===== src/rtl/cbs_pkg.sv =====
package cbs_pkg;

  localparam int CMD_W      = 8;
  localparam int STEP_COUNT = 9;
  localparam int STEP_W     = $clog2(STEP_COUNT);

  typedef enum logic [1:0] {
    BANK_DIRECT = 2'b00,
    BANK_ALT    = 2'b01,
    BANK_STATUS = 2'b10
  } bank_e;

  typedef enum logic [1:0] {
    ST_IDLE = 2'd0,
    ST_RUN  = 2'd1,
    ST_DONE = 2'd2
  } seqState_e;

  // strobes from control to datapath
  typedef struct packed {
    logic load;     // rewind to first step
    logic advance;  // current step taken
  } seqStrobe_t;

  typedef struct packed {
    logic       rstBit;
    logic [1:0] sysClk;
    logic [2:0] ifFmt;
    logic       dcFilt;
    logic       dacGain;
    logic       adcGain;
    logic       adcPol;
    logic       dacPol;
    logic       dblSpd;
    logic       adcOn;
    logic       dacOn;
    logic [5:0] volume;
    logic [3:0] bass;
    logic [1:0] treble;
    logic [1:0] deemph;
    logic       mute;
    logic [1:0] filtMode;
    logic [2:0] extReg;
    logic [2:0] micGain;
    logic [1:0] mixMode;
  } codecCfg_t;

  typedef struct packed {
    logic [CMD_W-1:0] value;
    logic             isAddr;
  } cmdWord_t;

  function automatic cmdWord_t buildStep(input int idx, input codecCfg_t c,
                                         input logic [5:0] devId);
    cmdWord_t w;
    w.isAddr = 1'b0;
    case (idx)
      0: begin w.value = {devId, BANK_STATUS}; w.isAddr = 1'b1; end
      1: w.value = {1'b0, c.rstBit, c.sysClk, c.ifFmt, c.dcFilt};
      2: w.value = {1'b1, c.dacGain, c.adcGain, c.adcPol, c.dacPol,
                    c.dblSpd, c.adcOn, c.dacOn};
      3: begin w.value = {devId, BANK_DIRECT}; w.isAddr = 1'b1; end
      4: w.value = {2'b00, c.volume};
      5: w.value = {2'b01, c.bass, c.treble};
      6: w.value = {2'b10, 1'b0, c.deemph, c.mute, c.filtMode};
      7: w.value = {5'b11000, c.extReg};
      8: w.value = {3'b111, c.micGain, c.mixMode};
      default: w.value = '0;
    endcase
    return w;
  endfunction

endpackage


===== src/rtl/cbs_datapath.sv =====
module cbs_datapath
  import cbs_pkg::*;
#(
  parameter logic [5:0] DEV_ID = 6'h05
) (
  input  logic             clk,
  input  logic             rstN,
  input  seqStrobe_t       strobe,
  input  codecCfg_t        cfg,
  output logic [CMD_W-1:0] cmdByte,
  output logic             cmdIsAddr,
  output logic             lastStep
);

  localparam logic [STEP_W-1:0] LAST_IDX = STEP_W'(STEP_COUNT - 1);

  logic [STEP_W-1:0] stepIdx;
  cmdWord_t          stepTable [STEP_COUNT];

  genvar gi;
  generate
    for (gi = 0; gi < STEP_COUNT; gi++) begin : g_step
      assign stepTable[gi] = buildStep(gi, cfg, DEV_ID);
    end
  endgenerate

  always_ff @(posedge clk) begin
    if (!rstN) begin
      stepIdx <= '0;
    end else if (strobe.load) begin
      stepIdx <= '0;
    end else if (strobe.advance && (stepIdx != LAST_IDX)) begin
      stepIdx <= stepIdx + 1'b1;
    end
  end

  cmdWord_t curWord;
  always_comb begin
    curWord = '0;
    for (int i = 0; i < STEP_COUNT; i++) begin
      if (stepIdx == STEP_W'(i)) curWord = stepTable[i];
    end
  end

  assign cmdByte   = curWord.value;
  assign cmdIsAddr = curWord.isAddr;
  assign lastStep  = (stepIdx == LAST_IDX);

endmodule


===== src/rtl/cbs_control.sv =====
module cbs_control
  import cbs_pkg::*;
(
  input  logic       clk,
  input  logic       rstN,
  input  logic       start,
  input  logic       cmdReady,
  input  logic       lastStep,
  output seqStrobe_t strobe,
  output logic       cmdValid,
  output logic       done
);

  seqState_e state, stateNext;

  always_comb begin
    strobe    = '0;
    stateNext = state;
    case (state)
      ST_IDLE, ST_DONE: begin
        if (start) begin
          strobe.load = 1'b1;
          stateNext   = ST_RUN;
        end
      end
      ST_RUN: begin
        if (cmdReady) begin
          strobe.advance = 1'b1;
          if (lastStep) stateNext = ST_DONE;
        end
      end
      default: stateNext = ST_IDLE;
    endcase
  end

  always_ff @(posedge clk) begin
    if (!rstN) state <= ST_IDLE;
    else       state <= stateNext;
  end

  assign cmdValid = (state == ST_RUN);
  assign done     = (state == ST_DONE);

endmodule


===== src/rtl/codec_boot_seq.sv =====
module codec_boot_seq
  import cbs_pkg::*;
#(
  parameter logic [5:0] DEV_ID    = 6'h05,
  parameter logic       RST_BIT   = 1'b1,
  parameter logic [1:0] SYS_CLK   = 2'b01,
  parameter logic [2:0] IF_FMT    = 3'b100,
  parameter logic       DC_FILT   = 1'b1,
  parameter logic       DAC_GAIN  = 1'b0,
  parameter logic       ADC_GAIN  = 1'b0,
  parameter logic       ADC_POL   = 1'b0,
  parameter logic       DAC_POL   = 1'b0,
  parameter logic       DBL_SPD   = 1'b0,
  parameter logic       ADC_ON    = 1'b1,
  parameter logic       DAC_ON    = 1'b1,
  parameter logic [5:0] VOLUME    = 6'd0,
  parameter logic [3:0] BASS      = 4'd0,
  parameter logic [1:0] TREBLE    = 2'd0,
  parameter logic [1:0] DEEMPH    = 2'd0,
  parameter logic       MUTE      = 1'b0,
  parameter logic [1:0] FILT_MODE = 2'd0,
  parameter logic [2:0] EXT_REG   = 3'd2,
  parameter logic [2:0] MIC_GAIN  = 3'd6,
  parameter logic [1:0] MIX_MODE  = 2'd1
) (
  input  logic       clk,
  input  logic       rstN,
  input  logic       start,
  input  logic       cmdReady,
  output logic       cmdValid,
  output logic [7:0] cmdByte,
  output logic       cmdIsAddr,
  output logic       done
);

  codecCfg_t  cfg;
  seqStrobe_t strobe;
  logic       lastStep;

  always_comb begin
    cfg          = '0;
    cfg.rstBit   = RST_BIT;
    cfg.sysClk   = SYS_CLK;
    cfg.ifFmt    = IF_FMT;
    cfg.dcFilt   = DC_FILT;
    cfg.dacGain  = DAC_GAIN;
    cfg.adcGain  = ADC_GAIN;
    cfg.adcPol   = ADC_POL;
    cfg.dacPol   = DAC_POL;
    cfg.dblSpd   = DBL_SPD;
    cfg.adcOn    = ADC_ON;
    cfg.dacOn    = DAC_ON;
    cfg.volume   = VOLUME;
    cfg.bass     = BASS;
    cfg.treble   = TREBLE;
    cfg.deemph   = DEEMPH;
    cfg.mute     = MUTE;
    cfg.filtMode = FILT_MODE;
    cfg.extReg   = EXT_REG;
    cfg.micGain  = MIC_GAIN;
    cfg.mixMode  = MIX_MODE;
  end

  cbs_control u_ctrl (
    .clk      (clk),
    .rstN     (rstN),
    .start    (start),
    .cmdReady (cmdReady),
    .lastStep (lastStep),
    .strobe   (strobe),
    .cmdValid (cmdValid),
    .done     (done)
  );

  cbs_datapath #(.DEV_ID(DEV_ID)) u_dp (
    .clk       (clk),
    .rstN      (rstN),
    .strobe    (strobe),
    .cfg       (cfg),
    .cmdByte   (cmdByte),
    .cmdIsAddr (cmdIsAddr),
    .lastStep  (lastStep)
  );

endmodule


===== config.mk =====
export PLATFORM = sky130hd
export DESIGN_NAME = codec_boot_seq
export DESIGN_NICKNAME = d
export VERILOG_FILES = /design/src/rtl/cbs_pkg.sv /design/src/rtl/cbs_datapath.sv /design/src/rtl/cbs_control.sv /design/src/rtl/codec_boot_seq.sv
export SDC_FILE = /design/constraint.sdc
export NUM_CORES = 1
export LEC_CHECK = 0
export BUFFER_PORTS_ARGS = -buffer_cell sky130_fd_sc_hd__buf_2
export CAP_MARGIN = 20
export CORE_AREA = 10 10 47 49
export CTS_CLUSTER_DIAMETER = 80
export CTS_CLUSTER_SIZE = 12
export DETAILED_ROUTE_END_ITERATION = 10
export DIE_AREA = 0 0 57 59
export HOLD_SLACK_MARGIN = 0.05
export PLACE_DENSITY_LB_ADDON = 0.3
export RECOVER_POWER = 25
export SYNTH_ARGS = -nofsm -noshare
export SYNTH_HDL_FRONTEND = slang
export SYNTH_SLANG_ARGS = --single-unit

===== constraint.sdc =====
create_clock -name clk -period 1.37 [get_ports clk]
set_input_delay 0.2055 -clock clk [delete_from_list [all_inputs] [get_ports clk]]
set_output_delay 0.2055 -clock clk [all_outputs]
set_load 0.02 [all_outputs]

==> results.sh, run 1 <==
export IMPL_status="finished, violations left"
export IMPL_violations="negative setup slack"
export IMPL_synth_edf_count=0
export IMPL_synth_largest_area_cell="dfxtp_1"
export IMPL_tightest_slew_ps=286.4
export IMPL_synth_commonest_cells="7 x o21ai_0, 6 x a21oi_1, 6 x dfxtp_1, 6 x inv_1"
export IMPL_routedWlPerCell_um=12.77
export IMPL_power_density_nw_per_um2=560.6
export IMPL_antenna_found_initial=0
export IMPL_startpoint_type="register"
export IMPL_cts_root_buf="clkbuf_4"
export IMPL_clock_sinks=6
export IMPL_io_buffer_count=14
export IMPL_synth_seq_cells=6
export IMPL_cp_required_ps=1160
export IMPL_hpwlAfterDp_um=1064
export IMPL_initialDrtViolationCount=9
export IMPL_grt_pass1_vias=564
export IMPL_final_max_slew_viol_count=0
export IMPL_antenna_cells=0
export IMPL_first_pass_iters=3
export IMPL_fin_nets=101
export IMPL_fin_crit_sh_pct=119.8
export IMPL_track_usage_pct=8.247
export IMPL_cts_tree="yes"
export IMPL_synthesis_nets=74
export IMPL_ir_drop_v=0.0004328
export IMPL_gp_congestion=0.8356
export IMPL_syn_area_um2=496.7
export IMPL_rsz0062_at_grt="true"
export IMPL_hold_path_class="input port to register"
export IMPL_crit_path_end_kind="primary output"
export IMPL_setup_violations=11
export IMPL_clk_path_buf_depth=2
export IMPL_drc=0
export IMPL_grt_overflow=0
export IMPL_hold_viol=0
export IMPL_netlist_area_leader_share_pct=24.18
export IMPL_drv_cap=0
export IMPL_yosys_warnings=0
export IMPL_grt_first_pass_wirelength_um=2290
export IMPL_rows=14
export IMPL_synthTopCellsByArea="dfxtp_1 24%, ha_1 10%, o21ai_0 7.1%"
export IMPL_p_leak_nw=0.3650
export IMPL_dpl_cell_area_um2=694.4
export IMPL_crit_type="register to primary output"
export IMPL_via_count=556
export IMPL_syn_to_final_growth_pct=76.32
export IMPL_finClkSkew_ps=6.543
export IMPL_coreArea_um2=1401
export IMPL_dieArea_um2=3363
export IMPL_chipWidth_um=57
export IMPL_setup_ws_ps=-271.7
export IMPL_path_clk_slew_ps=50
export IMPL_ys_seq_area_share_pct=24.18
export IMPL_synth_flop_cell="dfxtp_1"
export IMPL_async_reset_ff_share_pct=0
export IMPL_fmax_ghz=0.6091
export IMPL_htreeDepth=1
export IMPL_viasPerCell=5.148
export IMPL_final_util_pct=62.50
export IMPL_finalPower_w=0.0004910
export IMPL_syn_inst=66
export IMPL_ios=15
export IMPL_numCtsBuffers=3
export IMPL_initial_utilization_pct=35.45
export IMPL_ant_nets=0
export IMPL_yosysMostFrequentCell="o21ai_0"
export IMPL_grt_max_degree=12
export IMPL_slew_headroom_pct=80.85
export IMPL_avgSynthCellArea_um2=7.526
export IMPL_cp_max_fo=5
export IMPL_num_fill_cells=126
export IMPL_wirelength_um=1379
export IMPL_drive_above_1_share_pct=58.70
export IMPL_synth_distinct_cells=24
export IMPL_worstSkewPairLatency_ps=250
export IMPL_cp_arrival_ps=1440
export IMPL_die_h_um=59
export IMPL_post_route_min_period_ps=1642
export IMPL_final_area_um2=875.8
export IMPL_cts_hold_fix_buffers=0
[kinds of logic (layout without fill, tap and decap cells)]
kind of cell    after synthesis  count (layout)  share of synthesized area, %
compound gates               19              19                         22.17
fa+ha+maj                     4               4                         10.08
buf+inv                      11              37                         11.33
flops                         6               6                         24.18
mux                           2               2                         4.030
simple gates                 24              24                         28.21
[power by group]
part	switching, W	total [W]	internal, W
combinational	0.0000678	0.000132	0.0000641
clock	0.0000668	0.000177	0.000110
sequential	0.00000564	0.000182	0.000176
[layer usage]
layer / wire length (um) / GRT usage [%] / up-vias
met1: 591 / 8.534 / 260
li1: - / - / 280
met5: 0 / 0 / -
met2: 690 / 13.33 / 14
met4: 10 / 6.711 / 0
met3: 86 / 2.790 / 2
[worst paths after layout]
| check | from | end | slack, ps | depth (start not counted) |
|---|---|---|---|---|
| worst min-delay path | rstN | u_ctrl.state[1] | 250 | 2 |
| worst min register to register | u_ctrl.state[1] | u_ctrl.state[0] | 560 | 3 |
| worst max-delay path | u_dp.stepIdx[0] | cmdByte[2] | -270 | 6 |
| worst max register to register | u_dp.stepIdx[1] | u_dp.stepIdx[2] | -170 | 7 |
[area by class of cell]
type	instances	area [um^2]	share of cell area, %
Inverter	7	33.78	3.857
Sequential cell	6	128.9	14.71
Multi-Input combinational cell	49	446.7	51.00
Tap cell	16	20.02	2.286
Clock buffer	4	26.28	3.000
Timing Repair Buffer	26	220.2	25.14
[worst max-delay path, stage by stage (launching register included)]
cell and delay, ps:
dfxtp_4 370, buf_6 120, ha_4 170, nor2b_4 120, a21oi_2 80, nor3_4 170
buf_4 160
[placed cells by master (no fill, tap or decap)]
cell type / instances
o21ai_1: 1
o22ai_2: 1
clkbuf_4: 3
a21oi_2: 4
ha_4: 4
nor2_1: 3
nor2_4: 2
inv_4: 3
dfxtp_4: 2
buf_12: 1
o21ai_2: 3
inv_2: 1
dfxtp_2: 1
dfxtp_1: 3
o21ai_0: 3
inv_1: 3
nand3b_4: 1
a21boi_0: 1
or4_4: 1
nor3_4: 1
nand2_1: 3
o21a_1: 1
buf_6: 7
buf_2: 4
nor2b_4: 1
a221oi_2: 1
clkbuf_1: 2
or3_1: 1
nand2b_1: 1
a21oi_1: 2
nand3b_1: 2
nand3_1: 5
mux2i_1: 2
nor2b_1: 3
buf_4: 13
a21boi_1: 2
[what timing repair did]
action,in CTS,in global routing
gates resized for setup,18,19
pin swaps,2,8
setup endpoints to repair,11,10
setup buffers,1,2
[metrics by stage]
stage,instances,TNS [ps],setup WS [ps],hold slack (ps)
2_1_floorplan,66,-86.24,-78.90,323.0
3_3_place_gp,101,-45.50,-24.56,505.9
3_5_place_dp,101,-144.6,-45.28,506.1
4_1_cts,106,-2081,-292.7,246.5
5_1_grt,108,-2983,-349.1,283.7
6_report,108,-2132,-271.7,252.0
[flip-flops by register name (all words and copies together) (netlist names)]
signal	count
u_ctrl.state	2
u_dp.stepIdx	4
No activity file was read; power rests on OpenSTA's default activity.
==> inputs of run 2 (changes only) <==
--- a/config.mk
+++ b/config.mk
@@ -5,7 +5,7 @@
 export SDC_FILE = /design/constraint.sdc
 export NUM_CORES = 1
 export LEC_CHECK = 0
-export BUFFER_PORTS_ARGS = -buffer_cell sky130_fd_sc_hd__buf_2
+export BUFFER_PORTS_ARGS = -buffer_cell sky130_fd_sc_hd__buf_4
 export CAP_MARGIN = 20
 export CORE_AREA = 10 10 47 49
 export CTS_CLUSTER_DIAMETER = 80
==> results.sh, run 2 (synthesis gave the netlist of run 1 again) <==
export IMPL_hold_depth=2
export IMPL_coreArea_um2=1401
export IMPL_drc=0
export IMPL_top_regs="u_dp.stepIdx: 4 flops, u_ctrl.state: 2 flops"
export IMPL_tightest_slew_ps=372.2
export IMPL_finClkSkew_ps=1.750
export IMPL_place_worst_setup_slack_ps=-35.66
export IMPL_cp_arrival_ps=1430
export IMPL_clock_sinks=6
export IMPL_initial_utilization_pct=35.45
export IMPL_power_frac_clock_pct=37.0
export IMPL_cp_required_ps=1160
export IMPL_power_net_switching_w=0.0001451
export IMPL_internal_power_w=0.0003505
export IMPL_final_area_um2=860.8
export IMPL_via_count=557
export IMPL_rsz0062_at_grt="true"
export IMPL_dp_cells=102
export IMPL_whs_endpoint="u_ctrl.state[1]"
export IMPL_antenna_found_initial=0
export IMPL_grt_pass1_vias=579
export IMPL_min_from="rstN"
export IMPL_ir_drop_v=0.0005534
export IMPL_antenna_cells=0
export IMPL_reg2reg_slack_ps=-50
export IMPL_htreeDepth=1
export IMPL_worst_path_buf_inv=2
export IMPL_setup_ws_ps=-269.0
export IMPL_combPwrFrac_pct=26.2
export IMPL_hold_path_class="input port to register"
export IMPL_numCtsBuffers=3
export IMPL_final_util_pct=61.43
export IMPL_swShare_pct=29.28
export IMPL_violations="negative setup slack"
export IMPL_fin_crit_sh_pct=119.6
export IMPL_worstPathCellList="buf_6 > ha_4 > nor2b_4 > a21oi_2 > nor3_4 > buf_6"
export IMPL_die_h_um=59
export IMPL_r2r_cells=6
export IMPL_hold_viol=0
export IMPL_slew_headroom_pct=75.15
export IMPL_fmax_ghz=0.6101
export IMPL_largest_register_ff_count=4
export IMPL_cts_root_buf="clkbuf_4"
export IMPL_status="finished, violations left"
export IMPL_critical_path_top_delay_family="flip-flops"
export IMPL_slowest_delay_ps=370
export IMPL_critical_path_slowest_cell="dfxtp_4"
export IMPL_rows=14
export IMPL_drv_cap=0
export IMPL_ant_nets=0
export IMPL_post_route_min_period_ps=1639
export IMPL_drive_above_1_share_pct=56.04
export IMPL_syn_to_final_growth_pct=73.30
export IMPL_mostFrequentLayoutCells="18 x buf_4, 7 x buf_6, 5 x nand3_1"
export IMPL_worstSkewPairLatency_ps=250
export IMPL_path_clk_slew_ps=50
export IMPL_clk_path_buf_depth=2
export IMPL_track_usage_pct=8.475
export IMPL_routedWlPerCell_um=12.93
export IMPL_fin_nets=100
export IMPL_ios=15
export IMPL_grt_overflow=0
export IMPL_first_pass_iters=4
export IMPL_power_density_nw_per_um2=575.8
export IMPL_pwr_share_seq_pct=36.8
export IMPL_grt_first_pass_wirelength_um=2304
export IMPL_final_common_cell="buf_4"
export IMPL_grt_max_degree=10
export IMPL_reg2reg_from="u_dp.stepIdx[1]"
export IMPL_wirelength_um=1384
export IMPL_initialDrtViolationCount=1
export IMPL_gp_congestion=0.8356
export IMPL_dpl_cell_area_um2=737.0
export IMPL_cts_tree="yes"
export IMPL_crit_path_end_kind="primary output"
export IMPL_startpoint_type="register"
export IMPL_hpwlAfterDp_um=1081
export IMPL_chipWidth_um=57
export IMPL_crit_type="register to primary output"
export IMPL_cp_max_fo=5
export IMPL_worstReg2RegEnd="u_dp.stepIdx[2]"
export IMPL_viasPerCell=5.206
export IMPL_setup_violations=10
export IMPL_final_max_slew_viol_count=0
export IMPL_io_buffer_count=14
export IMPL_cts_hold_fix_buffers=0
export IMPL_largest_register="u_dp.stepIdx"
export IMPL_cpMostUsedCell="buf_6"
export IMPL_p_leak_nw=0.3644
export IMPL_final_cells=107
export IMPL_dieArea_um2=3363
==> run 2: stage by stage <==
stage               hold slack (ps)  TNS [ps]  total power (W)
floorplan                     323.0    -86.24        0.0002630
global placement              469.8    -57.27        0.0003027
detailed placement            471.6    -105.8        0.0003040
CTS                           206.3     -1856        0.0004995
global route                  247.7     -2512        0.0005238
finish                        216.8     -1801        0.0004957
==> run 2: worst reg2reg max path, stage by stage, from the launching register on <==
cell and delay (ps):
dfxtp_4 390, inv_4 60, ha_4 180, nand3b_4 80
inv_2 50, or4_1 460, a21oi_1 130
==> run 2: power by group through the flow <==
stage / logic [W] / registers [W] / clock network [W]
floorplan: 0.0000773 / 0.000186 / 0
global placement: 0.000117 / 0.000186 / 0
detailed placement: 0.000118 / 0.000186 / 0
CTS: 0.000124 / 0.000182 / 0.000194
global route: 0.000142 / 0.000182 / 0.000199
finish: 0.000130 / 0.000182 / 0.000183
==> run 2: cell type report <==
| class | count | area (um^2) |
|---|---|---|
| clock buffer | 4 | 26.28 |
| sequential | 6 | 127.6 |
| inverter | 7 | 36.28 |
| multi-input combinational | 49 | 436.7 |
| timing repair buffer | 25 | 214.0 |
| fill | 133 | 540.5 |
| tap | 16 | 20.02 |
==> run 2: how the worst max path moves through the flow <==
stage	start	endpoint	slack, ps	cells past startpoint
final	u_dp.stepIdx[0]	cmdByte[2]	-270	6
after global routing	u_dp.stepIdx[0]	cmdByte[2]	-330	6
after CTS	u_dp.stepIdx[0]	cmdByte[2]	-250	6
after detailed placement	u_dp.stepIdx[0]	cmdByte[4]	-40	6
after global placement	u_dp.stepIdx[0]	cmdByte[4]	-20	6
after floorplan	u_dp.stepIdx[1]	cmdByte[2]	-80	6
==> run 2: timing repair <==
| action | CTS | global route |
|---|---|---|
| setup buffers | 0 | 1 |
| endpoints found under the setup margin | 10 | 12 |
| resized for setup | 11 | 13 |
| pin swaps | 7 | 4 |
==> run 2: routing by layer <==
layer  track usage [%]  share of wire, %  vias to the layer above
met5                 0                 0                        -
met4             6.040              0.87                        0
met3             2.790               6.3                        2
met2             15.66                51                       14
met1             7.600                42                      257
li1                  -                 -                      284
